===== src/rtl/rtc_pkg.sv =====
package rtc_pkg;

  typedef enum logic [2:0] {
    FLD_SEC   = 3'd0,
    FLD_MIN   = 3'd1,
    FLD_HOUR  = 3'd2,
    FLD_DOW   = 3'd3,
    FLD_DATE  = 3'd4,
    FLD_MONTH = 3'd5,
    FLD_YEAR  = 3'd6,
    FLD_CTRL  = 3'd7
  } rtc_field_e;

  typedef struct packed {
    logic [7:0] hour;
    logic       day_wrap;
  } hour_step_t;

  // one BCD step, assumes a legal two-digit value
  function automatic logic [7:0] bcd_inc(input logic [7:0] v);
    if (v[3:0] >= 4'd9) return {v[7:4] + 4'd1, 4'd0};
    return {v[7:4], v[3:0] + 4'd1};
  endfunction

  function automatic logic [6:0] bcd_to_bin(input logic [7:0] v);
    return {3'd0, v[7:4]} * 7'd10 + {3'd0, v[3:0]};
  endfunction

  // sixty-count step for seconds and minutes
  function automatic logic [7:0] base60_next(input logic [7:0] v);
    if (v == 8'h59) return 8'h00;
    return bcd_inc(v);
  endfunction

  function automatic logic is_leap(input logic [7:0] yr);
    logic [6:0] b;
    b = bcd_to_bin(yr);
    return b[1:0] == 2'b00;
  endfunction

  function automatic logic [7:0] last_date(input logic [7:0] mon, input logic [7:0] yr);
    case (mon)
      8'h02:                      return is_leap(yr) ? 8'h29 : 8'h28;
      8'h04, 8'h06, 8'h09, 8'h11: return 8'h30;
      default:                    return 8'h31;
    endcase
  endfunction

  function automatic hour_step_t hour_next(input logic [7:0] hr, input logic mode12);
    hour_step_t r;
    logic [7:0] inc;
    r.day_wrap = 1'b0;
    inc = bcd_inc({3'd0, hr[4:0]});
    if (mode12) begin
      case (hr[4:0])
        5'h12:   r.hour = {2'b00, hr[5], 5'h01};
        5'h11: begin
          r.hour     = {2'b00, ~hr[5], 5'h12};
          r.day_wrap = hr[5];
        end
        default: r.hour = {2'b00, hr[5], inc[4:0]};
      endcase
    end else if (hr == 8'h23) begin
      r.hour     = 8'h00;
      r.day_wrap = 1'b1;
    end else begin
      r.hour = bcd_inc(hr);
    end
    return r;
  endfunction

  function automatic logic [2:0] dow_next(input logic [2:0] d);
    if (d >= 3'd6) return 3'd0;
    return d + 3'd1;
  endfunction

endpackage


===== src/rtl/rtc_prescaler.sv =====
module rtc_prescaler #(
  parameter int TICKS = 32768
) (
  input  logic clk,
  input  logic rst_n,
  input  logic run,
  input  logic restart,
  output logic tick
);
  localparam int CW = (TICKS > 1) ? $clog2(TICKS) : 1;
  localparam logic [CW-1:0] LAST = CW'(TICKS - 1);

  logic [CW-1:0] cnt;
  logic          at_last;

  assign at_last = (cnt == LAST);
  // a write cycle never produces a second step
  assign tick    = run & at_last & ~restart;

  always_ff @(posedge clk or negedge rst_n) begin
    if (!rst_n)                          cnt <= '0;
    else if (restart || !run || at_last) cnt <= '0;
    else                                 cnt <= cnt + 1'b1;
  end
endmodule


===== src/rtl/rtc_time_chain.sv =====
module rtc_time_chain
  import rtc_pkg::*;
(
  input  logic       clk,
  input  logic       rst_n,
  input  logic       tick,
  input  logic       mode12,
  input  logic       wr_en,
  input  logic [2:0] wr_sel,
  input  logic [7:0] wr_data,
  output logic [7:0] sec,
  output logic [7:0] min,
  output logic [7:0] hour,
  output logic       min_carry,
  output logic       hour_carry,
  output logic       day_carry
);
  hour_step_t hstep;

  assign min_carry  = tick & (sec == 8'h59);
  assign hour_carry = min_carry & (min == 8'h59);
  assign hstep      = hour_next(hour, mode12);
  assign day_carry  = hour_carry & hstep.day_wrap;

  always_ff @(posedge clk or negedge rst_n) begin
    if (!rst_n) begin
      sec  <= 8'h00;
      min  <= 8'h00;
      hour <= 8'h00;
    end else if (wr_en) begin
      case (rtc_field_e'(wr_sel))
        FLD_SEC:  sec  <= wr_data;
        FLD_MIN:  min  <= wr_data;
        FLD_HOUR: hour <= {2'b00, wr_data[5:0]};
        default: ;
      endcase
    end else begin
      if (tick)       sec  <= base60_next(sec);
      if (min_carry)  min  <= base60_next(min);
      if (hour_carry) hour <= hstep.hour;
    end
  end
endmodule


===== src/rtl/rtc_date_chain.sv =====
module rtc_date_chain
  import rtc_pkg::*;
(
  input  logic       clk,
  input  logic       rst_n,
  input  logic       day_carry,
  input  logic       wr_en,
  input  logic [2:0] wr_sel,
  input  logic [7:0] wr_data,
  output logic [2:0] dow,
  output logic [7:0] date,
  output logic [7:0] month,
  output logic [7:0] year,
  output logic       month_carry,
  output logic       year_carry
);
  logic [7:0] month_end;

  assign month_end   = last_date(month, year);
  assign month_carry = day_carry & (date == month_end);
  assign year_carry  = month_carry & (month == 8'h12);

  always_ff @(posedge clk or negedge rst_n) begin
    if (!rst_n) begin
      dow   <= 3'd0;
      date  <= 8'h01;
      month <= 8'h01;
      year  <= 8'h00;
    end else if (wr_en) begin
      case (rtc_field_e'(wr_sel))
        FLD_DOW:   dow   <= wr_data[2:0];
        FLD_DATE:  date  <= wr_data;
        FLD_MONTH: month <= wr_data;
        FLD_YEAR:  year  <= wr_data;
        default: ;
      endcase
    end else begin
      if (day_carry) begin
        dow  <= dow_next(dow);
        date <= month_carry ? 8'h01 : bcd_inc(date);
      end
      if (month_carry) month <= year_carry ? 8'h01 : bcd_inc(month);
      if (year_carry)  year  <= (year == 8'h99) ? 8'h00 : bcd_inc(year);
    end
  end
endmodule


===== src/rtl/rtc_calendar.sv =====
module rtc_calendar
  import rtc_pkg::*;
#(
  parameter int TICKS = 32768
) (
  input  logic       clk,
  input  logic       rst_n,
  input  logic       wr_en,
  input  logic [2:0] wr_sel,
  input  logic [7:0] wr_data,
  output logic [7:0] sec,
  output logic [7:0] min,
  output logic [7:0] hour,
  output logic [2:0] dow,
  output logic [7:0] date,
  output logic [7:0] month,
  output logic [7:0] year,
  output logic       mode12
);
  // named internal events, observed by the bound checker
  logic run;
  logic tick;
  logic min_carry;
  logic hour_carry;
  logic day_carry;
  logic month_carry;
  logic year_carry;

  // counting stays frozen after power loss until the first host byte
  always_ff @(posedge clk or negedge rst_n) begin
    if (!rst_n) begin
      run    <= 1'b0;
      mode12 <= 1'b0;
    end else if (wr_en) begin
      run <= 1'b1;
      if (rtc_field_e'(wr_sel) == FLD_CTRL) mode12 <= wr_data[0];
    end
  end

  rtc_prescaler #(.TICKS(TICKS)) u_pre (
    .clk     (clk),
    .rst_n   (rst_n),
    .run     (run),
    .restart (wr_en),
    .tick    (tick)
  );

  rtc_time_chain u_time (
    .clk        (clk),
    .rst_n      (rst_n),
    .tick       (tick),
    .mode12     (mode12),
    .wr_en      (wr_en),
    .wr_sel     (wr_sel),
    .wr_data    (wr_data),
    .sec        (sec),
    .min        (min),
    .hour       (hour),
    .min_carry  (min_carry),
    .hour_carry (hour_carry),
    .day_carry  (day_carry)
  );

  rtc_date_chain u_date (
    .clk         (clk),
    .rst_n       (rst_n),
    .day_carry   (day_carry),
    .wr_en       (wr_en),
    .wr_sel      (wr_sel),
    .wr_data     (wr_data),
    .dow         (dow),
    .date        (date),
    .month       (month),
    .year        (year),
    .month_carry (month_carry),
    .year_carry  (year_carry)
  );
endmodule


===== config.mk =====
export PLATFORM = sky130hd
export DESIGN_NAME = rtc_calendar
export DESIGN_NICKNAME = d
export VERILOG_FILES = /design/src/rtl/rtc_pkg.sv /design/src/rtl/rtc_prescaler.sv /design/src/rtl/rtc_time_chain.sv /design/src/rtl/rtc_date_chain.sv /design/src/rtl/rtc_calendar.sv
export SDC_FILE = /design/constraint.sdc
export NUM_CORES = 1
export LEC_CHECK = 0
export BUFFER_PORTS_ARGS = -buffer_cell sky130_fd_sc_hd__buf_2
export CAP_MARGIN = 20
export CORE_ASPECT_RATIO = 0.9
export CORE_MARGIN = 10
export CORE_UTILIZATION = 32
export DETAILED_ROUTE_END_ITERATION = 8
export GPL_ROUTABILITY_DRIVEN = 0
export PLACE_DENSITY = 0.48
export SLEW_MARGIN = 15
export SYNTH_ARGS = -nofsm -noshare
export SYNTH_HDL_FRONTEND = slang
export SYNTH_HIERARCHICAL = 1
export SYNTH_SLANG_ARGS = --single-unit

===== constraint.sdc =====
create_clock -name clk -period 3.45 [get_ports clk]
set_clock_uncertainty 0.15 [all_clocks]
set_input_delay 0.1725 -clock clk [delete_from_list [all_inputs] [get_ports clk]]
set_output_delay 0.1725 -clock clk [all_outputs]
set_load 0.1 [all_outputs]

Word-level counts from Yosys, hierarchy flattened. Index checks and enable logic that the tools add are counted.

Eq/ne operators: 31. Reduce and logical (&&, ||, !) cells: 34. Multipliers: 1. $add $sub $neg: 16. Mux-type cells: 81. Bitwise gates (word level): 9. Shifts and indexed selects: 0. Divide/modulo/power cells: 0. Order comparisons: 7.

Operators with widths (number): $mux W8 (38); $add A4 B1 Y4 const B (12); $mux W1 (32); $ge A4 B4 Y1 const B (6); $reduce_and A3 Y1 (6); $eq A8 B3 Y1 const B (2); $eq A8 B5 Y1 const B (2); $eq A8 B7 Y1 const B (2); $pmux W8 S2 (1); $reduce_and A2 Y1 (8); $add A15 B1 Y15 const B (1); $eq A15 B15 Y1 const B (1); $mux W15 (1); $mux W3 (5); $reduce_bool A3 Y1 (5); $ne A2 B1 Y1 const B (7); $eq A3 B3 Y1 const B (4); $pmux W6 S2 (1); $reduce_bool A2 Y1 (6); $eq A5 B5 Y1 const B (2); $mux W5 (2); $mux W9 (1); $eq A8 B2 Y1 const B (1); $eq A8 B4 Y1 const B (1); other kinds (23) (32).

Memory bits (writable): 0. Bits in registers: 68. Bits of input ports: 14. Output and inout bits: 52. ROM bits: 0. Logic and storage cells: 197. Latch bits: 0. Memories kept: 0.

Longest topological paths before layout.
Depth after elaboration: 16. Depth in mapped cells: 15. Mapped depth without buffers: 13.

By module. The synthesis kept the hierarchy.

By module, submodules not included: rtc_date_chain (seq. area each 678.2 um^2, cells each 251, area an instance 2258.4 um^2, times used 1); rtc_time_chain (seq. area each 600.6 um^2, cells each 205, area an instance 1840.5 um^2, times used 1); rtc_prescaler (seq. area each 375.4 um^2, cells each 70, area an instance 752.0 um^2, times used 1); rtc_calendar (seq. area each 50.0 um^2, cells each 5, area an instance 73.8 um^2, times used 1).

Worst setup path after synthesis. OpenSTA, ideal clock, no wires.

Kind: flip-flop to flip-flop. Start: register u_time.hour[5]. End: register u_date.month[1]. Arrival time: 3384 ps. Setup time: 126 ps. Path buffers: 2. Setup slack: -211 ps. Cell stages (with the launch flop): 15. Period minus slack after synthesis: 3661 ps. Data required time: 3174 ps. Cell sequence: dfrtp_1 ha_1 nand4bb_1 nor4_2 a21oi_1 nor3_1 nor2b_1 o311a_1 o31ai_1 or3_1 buf_6 inv_8 buf_12 a31oi_1 mux2_2.

Cells in the longest elaborated chain, start to end: 9. Elaborated cells on any way between the ends: 12. Classes of those cells: eq/ne: 1; mux: 6; bitwise: 3; reduce/logical: 2.

Ends and longest elaborated chain: from (decl) (RTL line rtc_time_chain.sv:13) `output logic [7:0] hour,`; from (signal assigned) (RTL line rtc_time_chain.sv:34) `FLD_HOUR: hour <= {2'b00, wr_data[5:0]};`; from (signal assigned) (RTL line rtc_time_chain.sv:40) `if (hour_carry) hour <= hstep.hour;`; $eq A8 B6 Y1 (RTL line rtc_pkg.sv:63) `end else if (hr == 8'h23) begin`; $mux W1 (RTL line rtc_pkg.sv:63); $mux W9 * (RTL line rtc_pkg.sv:54) `if (mode12) begin`; $and A1 B1 Y1 * (RTL line rtc_time_chain.sv:23) `assign day_carry = hour_carry & hstep.day_wrap;`; via day_carry (RTL line rtc_calendar.sv:25) `logic day_carry;`; $and A1 B1 Y1 * (RTL line rtc_date_chain.sv:20) `assign month_carry = day_carry & (date == month_end);`; via month_carry (RTL line rtc_calendar.sv:26) `logic month_carry;`; $and A1 B1 Y1 (RTL line rtc_date_chain.sv:21) `assign year_carry = month_carry & (month == 8'h12);`; $mux W8 (2 in a row) (RTL line rtc_date_chain.sv:42) `if (month_carry) month <= year_carry ? 8'h01 : bcd_inc(month);`; $mux W8 (RTL line rtc_date_chain.sv:29) `end else if (wr_en) begin`; to (signal assigned) (RTL line rtc_date_chain.sv:33) `FLD_MONTH: month <= wr_data;`; to (signal assigned) (RTL line rtc_date_chain.sv:42); to (decl) (RTL line rtc_date_chain.sv:12) `output logic [7:0] month,`.

The timed path passes the listed nets; every way through them passes the cells marked *. The select of a mux whose other input is x is not followed. A chain may end at the register's enable or synchronous reset.

Final worst setup path.
Start: register u_pre.cnt[9]. End: register u_date.month[5].

Cells in the longest elaborated chain, start to end: 11. Elaborated cells on any way between the ends: 14. Classes of those cells: eq/ne: 1; mux: 3; bitwise: 7; reduce/logical: 3.

Ends and longest elaborated chain: from (decl) (RTL line rtc_prescaler.sv:13) `logic [CW-1:0] cnt;`; from (signal assigned) (RTL line rtc_prescaler.sv:23) `else cnt <= cnt + 1'b1;`; $eq A15 B15 Y1 * (RTL line rtc_prescaler.sv:16) `assign at_last = (cnt == LAST);`; $and A1 B1 Y1 * (2 in a row) (RTL line rtc_prescaler.sv:18) `assign tick = run & at_last & ~restart;`; via tick (RTL line rtc_calendar.sv:22) `logic tick;`; $and A1 B1 Y1 * (RTL line rtc_time_chain.sv:20) `assign min_carry = tick & (sec == 8'h59);`; $and A1 B1 Y1 * (RTL line rtc_time_chain.sv:21) `assign hour_carry = min_carry & (min == 8'h59);`; $and A1 B1 Y1 * (RTL line rtc_time_chain.sv:23); via day_carry (RTL line rtc_calendar.sv:25); $and A1 B1 Y1 * (RTL line rtc_date_chain.sv:20); $and A1 B1 Y1 (RTL line rtc_date_chain.sv:21); $mux W8 (2 in a row) (RTL line rtc_date_chain.sv:42); $mux W8 (RTL line rtc_date_chain.sv:29).

Marks and branches as above.

==> flow_summary_export.csv <==
group,metric,value,unit
floorplan,die_x,151,um
global_route,grt_overflow,0,
clocking,htreeDepth,3,
placed_design,hpwl,10800,um
floorplan,boundaryPins,66,
synthesis,ys_warn_count,6,
power_and_ir_drop,power_density,743,nW/um^2
clocking,cts-root-buf,"clkbuf_16",
route,wl_per_cell,18.0,um
hold_path,holdPathStages,3,
floorplan,coreArea,14900,sq um
timing,fin_crit_sh,0.942,
global_route,grt_pass1_vias,4317,
setup_path,end_kind,"flip-flop",
route,dr_total_vias,4362,
floorplan,die_height,138,um
cells_and_area,fillers,1511,
route,dr.pass1.iters,5,
hold_path,holdPathEnd,"u_date/year[3]",
placed_design,port_buffers,65,
setup_path,rr_startpoint,"u_pre/cnt[9]",
route,drt_iter0_markers,269,
setup_path,crit_type,"reg2reg",
timing,final.setup.tns,0,ns
synthesis,syn_inst,529,
timing,relSlewSlack,0.422,
power_and_ir_drop,p_leak,2.63,nW
setup_path,rr_worst_depth,12,
flow_run,max_cap_violations,0,
hold_path,hold_start,"wr_data[3]",
global_route,grt_max_degree,69,
hold_path,hp-class,"in2reg",
timing,fin_crit,3.25,ns
floorplan,initial_core_util,0.331,
placed_design,placed_area,5510,sq um
timing,worst_pin_slew,0.864,ns
clocking,clockBufferDepth,2,
floorplan,rows,42,
power_and_ir_drop,ir_drop,0.000342,V
cells_and_area,finalNetCount,658,
setup_path,r2r-end,"u_date/month[5]",
global_route,grt_pass1_wl,23800,um
global_route,antenna_found_initial,0,
cells_and_area,antenna_cells,0,
route,totalWireLength,14600,um
timing,finalHoldViolCount,0,
setup_path,cp-start-kind,"flip-flop",
synthesis,syn_avg_cell_area,9.30,sq um
clocking,clk_pin_slew_worst_paths,0.06,ns
synthesis,syn_nets,579,
power_and_ir_drop,total_power,4.36,mW
status,status,"complete, no violations",
global_route,grtUsageTotal,0.145,
timing,setup_viol,0,
setup_path,ff2ff_setup_slack,0.20,ns
timing,slew_violations,0,
cells_and_area,synthToLayoutAreaGrowth,19.5,%
synthesis,syn_area,4920,sq um
clocking,cts_tree,"done",
clocking,clk_latency,0.34,ns
cells_and_area,final_util,0.395,
cells_and_area,final_cell_area,5880,sq um
clocking,cts.sinks,68,
route,vias_per_cell,5.38,
route,drc,0,
clocking,cts_buffers,9,
floorplan,dieArea,20700,sq um
route,drtAntennaViolNets,0,
setup_path,crit_fanout,4,
timing,rsz0062_at_grt,"false",
setup_path,critPathArrivalTime,3.37,ns
cells_and_area,drive_gt1_frac,0.237,
timing,clock.fmax,308,MHz
setup_path,worst_ep_required_time,3.57,ns
==> critical path, cell delays in order (launching register included) <==
cell and delay, ns:
dfrtp_1 0.39, nand4_1 0.22, nor4_4 0.28, and4b_2 0.32
nand4b_4 0.13, nor3_4 0.22, nor2b_2 0.16, o311a_1 0.19
o31ai_1 0.10, or3_4 0.40, buf_4 0.17, o31ai_4 0.24
o221a_1 0.21
==> cell type report <==
cell class                      count  area (sq um)  share of cell area
Clock buffer                       11           233              0.0396
Clock inverter                      5          77.6              0.0132
Inverter                           41           161              0.0275
Multi-Input combinational cell    402          2960               0.503
Sequential cell                    68          1720               0.292
Tap cell                          198           248              0.0422
Timing Repair Buffer               86           485              0.0826
==> report_power, final <==
| part | internal, mW | switching, mW | total [mW] |
|---|---|---|---|
| sequential | 0.966 | 0.286 | 1.25 |
| combinational | 0.464 | 1.66 | 2.13 |
| clock | 0.631 | 0.356 | 0.987 |
==> through the flow <==
step / worst slack [ns] / hold slack [ns] / instances
floorplan: 0.0129 / -0.273 / 529
global placement: 0.0110 / -0.149 / 792
detailed placement: -0.0921 / -0.150 / 792
CTS: 0.0585 / 0.0232 / 809
global route: 0.00317 / 0.0303 / 811
finish: 0.199 / 0.0185 / 811
==> per-layer routing <==
metal	global-route usage	part of all wire
met5	0	0
met4	0.0342	0.0083
met3	0.0410	0.061
met2	0.222	0.45
met1	0.196	0.48
==> how the worst max path moves through the flow <==
stage | startpoint | to | slack [ns] | depth (start not counted)
floorplan | u_time/sec[1] | u_date/month[1] | 0.01 | 14
detailed placement | u_pre/cnt[0] | u_date/month[7] | -0.09 | 13
global placement | u_pre/cnt[1] | u_date/month[5] | 0.01 | 13
CTS | u_pre/cnt[0] | u_date/month[7] | 0.06 | 13
finish | u_pre/cnt[9] | u_date/month[5] | 0.20 | 12
global route | u_pre/cnt[9] | u_date/month[5] | 0.003 | 12
==> flip-flops by register name (all words and copies together) (netlist names), 3 cells and up <==
signal	cells
u_pre/cnt	15
u_time/min	8
u_date/dow	3
u_date/month	8
u_date/year	8
u_date/date	8
u_time/sec	8
u_time/hour	8
==> layout by cell type, fill, tap and decap left out, types with 5 or more instances in the layout <==
cell type / count
nor2b_1: 7
nor2_1: 45
a31oi_1: 10
a21oi_1: 22
xnor2_1: 10
nor3b_1: 7
o21ai_0: 27
nand2b_1: 8
and2_1: 9
o31a_1: 6
buf_2: 65
nor3_1: 6
o31ai_1: 8
dfrtp_1: 56
xor2_1: 5
dfrtp_2: 10
inv_1: 40
nand3_1: 17
and3_1: 9
o211ai_1: 6
ha_1: 35
nand2_1: 40
clkbuf_16: 9
a22o_1: 5
buf_4: 20
o22ai_1: 7
==> what timing repair did <==
| action | CTS | global route |
|---|---|---|
| buffers inserted | 0 | 2 |
| cloned | 0 | 0 |
| endpoints found under the hold margin | 66 | 0 |
| endpoints found under the setup margin | 10 | 15 |
| hold buffers | 1 | 0 |
| gates resized for setup | 3 | 5 |
| pin swaps | 0 | 4 |
No activity file was read; power rests on OpenSTA's default activity.
